File: config.mk
export PLATFORM = sky130hd
export DESIGN_NAME = mdio_frame_engine
export DESIGN_NICKNAME = d
export VERILOG_FILES = /design/src/rtl/mdio_eng_pkg.sv /design/src/rtl/mdio_mdc_gen.sv /design/src/rtl/mdio_frame_shifter.sv /design/src/rtl/mdio_host_regs.sv /design/src/rtl/mdio_frame_engine.sv
export SDC_FILE = /design/constraint.sdc
export NUM_CORES = 1
export LEC_CHECK = 0
export BUFFER_PORTS_ARGS = -buffer_cell sky130_fd_sc_hd__buf_2
export CAP_MARGIN = 25
export CORE_MARGIN = 4
export CORE_UTILIZATION = 30
export CTS_CLUSTER_DIAMETER = 60
export DETAILED_ROUTE_END_ITERATION = 12
export GPL_TIMING_DRIVEN = 0
export REMOVE_ABC_BUFFERS = 1
export SETUP_SLACK_MARGIN = 0.15
export SYNTH_ARGS = -nofsm -noshare
export SYNTH_HDL_FRONTEND = slang
export SYNTH_SLANG_ARGS = --single-unit
export TNS_END_PERCENT = 5
File: constraint.sdc
create_clock -name clk -period 2.6 [get_ports clk]
set_input_delay 0.78 -clock clk [delete_from_list [all_inputs] [get_ports clk]]
set_output_delay 0.78 -clock clk [all_outputs]
set_load 0.05 [all_outputs]
File: src/rtl/mdio_eng_pkg.sv
package mdio_eng_pkg;

  localparam int PRE_BITS    = 32;
  localparam int CMD_BITS    = 32;
  localparam int DATA_BITS   = 16;
  localparam int FRAME_BITS  = PRE_BITS + CMD_BITS;
  localparam int IDX_W       = $clog2(FRAME_BITS);
  // opcode position inside the command word
  localparam int OP_HI       = 29;
  localparam int OP_LO       = 28;
  localparam logic [1:0] OP_READ = 2'b10;
  // frame index of the second turnaround bit and first returned data bit
  localparam int RELEASE_IDX = PRE_BITS + (CMD_BITS - 1 - DATA_BITS);
  localparam int CAPTURE_IDX = RELEASE_IDX + 1;

  function automatic logic is_read_cmd(input logic [CMD_BITS-1:0] w);
    return w[OP_HI:OP_LO] == OP_READ;
  endfunction

endpackage

File: src/rtl/mdio_mdc_gen.sv
module mdio_mdc_gen #(
  parameter int DIV_W = 8
) (
  input  logic             clk,
  input  logic             rst,
  input  logic             start,
  input  logic             run,
  input  logic [DIV_W-1:0] div,
  output logic             mdc,
  output logic             rise_now,
  output logic             fall_now
);

  logic [DIV_W-1:0] half_cnt;
  logic [DIV_W-1:0] div_q;
  logic             half_done;

  assign half_done = run && (half_cnt == div_q);
  assign rise_now  = half_done && !mdc;
  assign fall_now  = half_done && mdc;

  always_ff @(posedge clk) begin
    if (rst) begin
      half_cnt <= '0;
      div_q    <= '0;
      mdc      <= 1'b0;
    end else if (start) begin
      half_cnt <= '0;
      div_q    <= div;
      mdc      <= 1'b0;
    end else if (!run) begin
      half_cnt <= '0;
      mdc      <= 1'b0;
    end else if (half_done) begin
      half_cnt <= '0;
      mdc      <= ~mdc;
    end else begin
      half_cnt <= half_cnt + 1'b1;
    end
  end

endmodule

File: src/rtl/mdio_frame_shifter.sv
module mdio_frame_shifter
  import mdio_eng_pkg::*;
(
  input  logic                 clk,
  input  logic                 rst,
  input  logic                 start,
  input  logic [CMD_BITS-1:0]  cmd,
  input  logic                 rise_now,
  input  logic                 fall_now,
  input  logic                 mdio_i,
  output logic                 mdio_o,
  output logic                 mdio_oe,
  output logic                 active,
  output logic                 is_read,
  output logic                 last_fall,
  output logic [DATA_BITS-1:0] cap_data
);

  logic [FRAME_BITS-1:0] shreg;
  logic [IDX_W-1:0]      idx;
  logic [IDX_W-1:0]      idx_nxt;
  logic                  at_last;
  logic                  in_capture;

  assign idx_nxt    = idx + 1'b1;
  assign at_last    = (idx == IDX_W'(FRAME_BITS - 1));
  assign last_fall  = active && fall_now && at_last;
  assign in_capture = is_read && (idx >= IDX_W'(CAPTURE_IDX));

  always_ff @(posedge clk) begin
    if (rst) begin
      shreg    <= '0;
      idx      <= '0;
      active   <= 1'b0;
      is_read  <= 1'b0;
      mdio_o   <= 1'b0;
      mdio_oe  <= 1'b0;
      cap_data <= '0;
    end else if (start) begin
      shreg    <= {{PRE_BITS{1'b1}}, cmd};
      idx      <= '0;
      active   <= 1'b1;
      is_read  <= is_read_cmd(cmd);
      mdio_o   <= 1'b1;
      mdio_oe  <= 1'b1;
      cap_data <= '0;
    end else if (active && fall_now) begin
      if (at_last) begin
        active  <= 1'b0;
        mdio_o  <= 1'b0;
        mdio_oe <= 1'b0;
      end else begin
        idx     <= idx_nxt;
        shreg   <= shreg << 1;
        mdio_o  <= shreg[FRAME_BITS-2];
        mdio_oe <= !(is_read && (idx_nxt >= IDX_W'(RELEASE_IDX)));
      end
    end else if (active && rise_now && in_capture) begin
      cap_data <= {cap_data[DATA_BITS-2:0], mdio_i};
    end
  end

endmodule

File: src/rtl/mdio_host_regs.sv
module mdio_host_regs
  import mdio_eng_pkg::*;
#(
  parameter int DIV_W = 8
) (
  input  logic                 clk,
  input  logic                 rst,
  input  logic                 div_wr,
  input  logic [DIV_W-1:0]     div_in,
  input  logic                 evt_wr,
  input  logic                 evt_wdata,
  input  logic                 frame_done,
  input  logic                 done_read,
  input  logic [DATA_BITS-1:0] cap_data,
  output logic [DIV_W-1:0]     div_eff,
  output logic                 evt_flag,
  output logic [DATA_BITS-1:0] rd_data
);

  logic [DIV_W-1:0] div_reg;

  // same-cycle divider write is seen by a command accepted in that cycle
  assign div_eff = div_wr ? div_in : div_reg;

  always_ff @(posedge clk) begin
    if (rst) begin
      div_reg  <= '0;
      evt_flag <= 1'b0;
      rd_data  <= '0;
    end else begin
      if (div_wr) div_reg <= div_in;
      if (frame_done)                evt_flag <= 1'b1;
      else if (evt_wr && evt_wdata)  evt_flag <= 1'b0;
      if (frame_done && done_read)   rd_data  <= cap_data;
    end
  end

endmodule

File: src/rtl/mdio_frame_engine.sv
module mdio_frame_engine
  import mdio_eng_pkg::*;
#(
  parameter int DIV_W = 8
) (
  input  logic                 clk,
  input  logic                 rst,
  input  logic                 cmd_wr,
  input  logic [CMD_BITS-1:0]  cmd_word,
  input  logic                 div_wr,
  input  logic [DIV_W-1:0]     div_in,
  input  logic                 evt_wr,
  input  logic                 evt_wdata,
  output logic                 mdc,
  output logic                 mdio_o,
  output logic                 mdio_oe,
  input  logic                 mdio_i,
  output logic                 evt_flag,
  output logic [DATA_BITS-1:0] rd_data
);

  logic                 accept;
  logic                 frame_active;
  logic                 frame_read;
  logic                 rise_now;
  logic                 fall_now;
  logic                 last_fall;
  logic [DIV_W-1:0]     div_eff;
  logic [DATA_BITS-1:0] cap_data;

  // commands arriving mid-frame are dropped
  assign accept = cmd_wr && !frame_active;

  mdio_host_regs #(.DIV_W(DIV_W)) u_regs (
    .clk       (clk),
    .rst       (rst),
    .div_wr    (div_wr),
    .div_in    (div_in),
    .evt_wr    (evt_wr),
    .evt_wdata (evt_wdata),
    .frame_done(last_fall),
    .done_read (frame_read),
    .cap_data  (cap_data),
    .div_eff   (div_eff),
    .evt_flag  (evt_flag),
    .rd_data   (rd_data)
  );

  mdio_mdc_gen #(.DIV_W(DIV_W)) u_mdc (
    .clk      (clk),
    .rst      (rst),
    .start    (accept),
    .run      (frame_active),
    .div      (div_eff),
    .mdc      (mdc),
    .rise_now (rise_now),
    .fall_now (fall_now)
  );

  mdio_frame_shifter u_shift (
    .clk      (clk),
    .rst      (rst),
    .start    (accept),
    .cmd      (cmd_word),
    .rise_now (rise_now),
    .fall_now (fall_now),
    .mdio_i   (mdio_i),
    .mdio_o   (mdio_o),
    .mdio_oe  (mdio_oe),
    .active   (frame_active),
    .is_read  (frame_read),
    .last_fall(last_fall),
    .cap_data (cap_data)
  );

endmodule

==> results.yml <==
final_layout:
  nets: 705
  most-common-layout-cells: "dfxtp_1, nand2_1, a21oi_1, nor2_1, buf_2"
  drive_gt1_share_pct: 18.9
  mostFrequentLayoutCell: "dfxtp_1"
  largest_reg_flops: 63
  fin_cells: 888
  utilization_pct: 38.3
  largest_register: "u_shift.shreg"
  antenna_cells: 0
  top_regs: "u_shift.shreg x63, u_regs.rd_data x16, u_shift.cap_data x16"
  area_growth_pct: 23.6
clock_network:
  cts.clk_slew.worst_paths_ns: 0.06
  postCtsHoldBufs: 0
  cts_tree: "built"
  clock-sinks: 131
  h-tree-depth: 4
  clockRootBuffer: "clkbuf_16"
  ctsLongestPathBuffers: 2
  clock_latency_ns: 0.41
  cts_buffers: 17
yosys:
  ys_seq_area_share_pct: 50.3
  synth-edff-count: 0
  ys_warn_count: 0
  syn_area_um2: 5210
  synthArstFlopShare_pct: 0
  ys.flop_type: "dfxtp_1"
  ys_types: 45
  ys_ff_latch: 131
  postSynthCellCount: 607
  postSynthAreaPerCell_um2: 8.59
min_path:
  hp-class: "register to register"
  holdPathEnd: "u_shift.shreg[40]$_SDFFE_PP0P_"
  hold_depth: 2
  min-delay-start: "u_shift.shreg[40]$_SDFFE_PP0P_"
sta:
  hold_viol: 0
  setup_viol: 0
  hold_slack_ns: 0.448
  maxSlewViolCount: 0
  worstMarginPinSlew_ns: 0.905
  rsz0062_at_grt: "true"
  max-slew-margin-rel_pct: 39.5
  fin_skew_ns: 0.00744
  finalCritPeriodShare_pct: 88.4
  min_period_ns: 2.30
  max_freq_mhz: 435
die:
  die_w_um: 140
  core-area_um2: 16800
  dieArea_um2: 19500
  start_util_pct: 31.0
  io_pins: 67
  die_h_um: 140
  rows: 47
routing:
  drtIter0Drc: 238
  routed_wl_um: 11000
  routedWlPerCell_um: 12.4
  drc: 0
  routed_via_density: 4.72
  ant_nets: 0
  num_vias: 4189
  dr.pass1.iters: 4
setup_path:
  cp.buffers_inverters: 3
  critPathTopFamily: "simple AND/OR/NAND/NOR gates"
  r2r_end: "u_shift.shreg[11]$_SDFFE_PP0P_"
  r2r_cells: 8
  crit_required_ns: 2.92
  max_stage_delay_ns: 0.42
  reg2reg_from: "u_mdc.half_cnt[3]$_SDFF_PP0_"
  rrSetupSlack_ns: 0.30
  critPathLaunchType: "register"
  setup.worst_path.class: "register to register"
  crit_chain: "xnor2_1 > nand4_1 > nor4_4 > buf_6 > buf_12 > buf_12 > a21oi_1 > a211oi_1"
  critPathMostFrequentCell: "buf_12"
  worstPathArrival_ns: 2.62
  cp-end-kind: "register"
  crit_slowest_cell: "nand4_1"
  crit_fanout: 19
place:
  place.gp.congestion: 0.737
  placed_cells: 853
  port_buffers: 66
  dp_hpwl_um: 7020
global_routing:
  grt_pass1_wl_um: 18700
  grt_pass1_vias: 3886
  overflow: 0
  grtUsageTotal_pct: 11.4
  grt_antenna_before_repair: 0
  grt_start_max_net_pins: 62
pwr:
  p_per_area_nw_per_um2: 783
  ir_worst_vdd_uv: 527
  power.leakage_nw: 2.50
  power_mw: 5.05
job:
  cap_violations: 0
status:
  status: "finished, final reports clean"
final cells by class:
| cell class | instances | area, µm² |
|---|---|---|
| inverters | 5 | 18.8 |
| clock buffers | 18 | 429 |
| flip-flops and latches | 131 | 2630 |
| clock inverters | 14 | 200 |
| multi-input cells | 422 | 2370 |
| fillers | 1745 | 10400 |
| well taps | 220 | 275 |
| repair buffers | 78 | 517 |
worst max path at each step:
| stage | slack, ns | end | startpoint | cells past startpoint |
|---|---|---|---|---|
| after floorplan | -2.13 | u_shift.cap_data[0]$_SDFFE_PP0P_ | cmd_wr | 4 |
| after global placement | -5.42 | u_shift.cap_data[1]$_SDFFE_PP0P_ | cmd_wr | 5 |
| after detailed placement | -0.41 | u_shift.shreg[7]$_SDFFE_PP0P_ | u_mdc.half_cnt[0]$_SDFF_PP0_ | 8 |
| after CTS | 0.04 | u_regs.rd_data[1]$_SDFFE_PP0P_ | u_mdc.half_cnt[0]$_SDFF_PP0_ | 6 |
| after global routing | 0.05 | u_shift.shreg[11]$_SDFFE_PP0P_ | u_mdc.half_cnt[3]$_SDFF_PP0_ | 8 |
| final | 0.30 | u_shift.shreg[11]$_SDFFE_PP0P_ | u_mdc.half_cnt[3]$_SDFF_PP0_ | 8 |
through the flow:
step | cell area (µm²) | setup TNS (ns) | setup slack (ns)
6_report | 6440 | 0 | 0.300
3_5_place_dp | 5770 | -8.62 | -0.412
2_1_floorplan | 4990 | -98.24 | -2.13
5_1_grt | 6440 | 0 | 0.0539
4_1_cts | 6410 | 0 | 0.0432
3_3_place_gp | 5590 | -291.31 | -5.42
routing by layer:
metal  vias to the layer above  global-route usage (%)  part of all wire, %
met5                         -                       0                    0
met4                         0                    4.49                  1.2
met3                        15                    3.22                  4.5
met2                        77                    17.0                   45
met1                      1901                    15.6                   49
li1                       2196                       -                    -
cell families after synthesis:
group                      synth area share, %
AOI/OAI and AO/OA                         17.5
xor gates and xnor gates                  2.86
adders and majority gates                0.720
buffers and inverters                     4.70
DFF                                       50.3
muxes                                     5.02
and+or+nand+nor                           18.9
power breakdown:
part | internal, mW | leakage [nW] | switching [mW]
registers | 2.11 | 1.08 | 0.0534
clock network | 1.62 | 0.299 | 0.916
logic | 0.140 | 1.12 | 0.204
total | 3.87 | 2.50 | 1.17
timing repair:
action                                  CTS  global route
resized for setup                         1             7
endpoints found under the setup margin   71            59
buffers inserted                          1             2
pin swaps                                 1            13
Yosys cell counts (2+ instances only):
cell	n	area [µm²]
dfxtp_1	131	2620
nand2_1	101	379
a21oi_1	73	365
nor2_1	73	274
a211oi_1	32	240
clkbuf_1	32	120
mux2i_1	25	250
nand3_1	24	120
o21ai_0	17	85.1
a31oi_1	14	87.6
xnor2_1	11	96.3
buf_2	10	50.1
o22a_1	7	61.3
xor2_1	6	52.6
inv_1	5	18.8
buf_6	3	33.8
ha_1	3	37.5
nor3_1	3	15.0
o211ai_1	3	22.5
and3_1	2	12.5
buf_1	2	7.51
buf_4	2	15.0
nand2b_1	2	12.5
nand4_1	2	12.5
nor4_4	2	42.5
or2_2	2	12.5
or3_1	2	12.5
worst register-to-register path, stage by stage (launching register included):
cell	delay, ns
dfxtp_2	0.36
xnor2_1	0.12
nand4_1	0.42
nor4_4	0.42
buf_6	0.24
buf_12	0.16
buf_12	0.15
a21oi_1	0.08
a211oi_1	0.25
(Power assumes the default switching activity.)
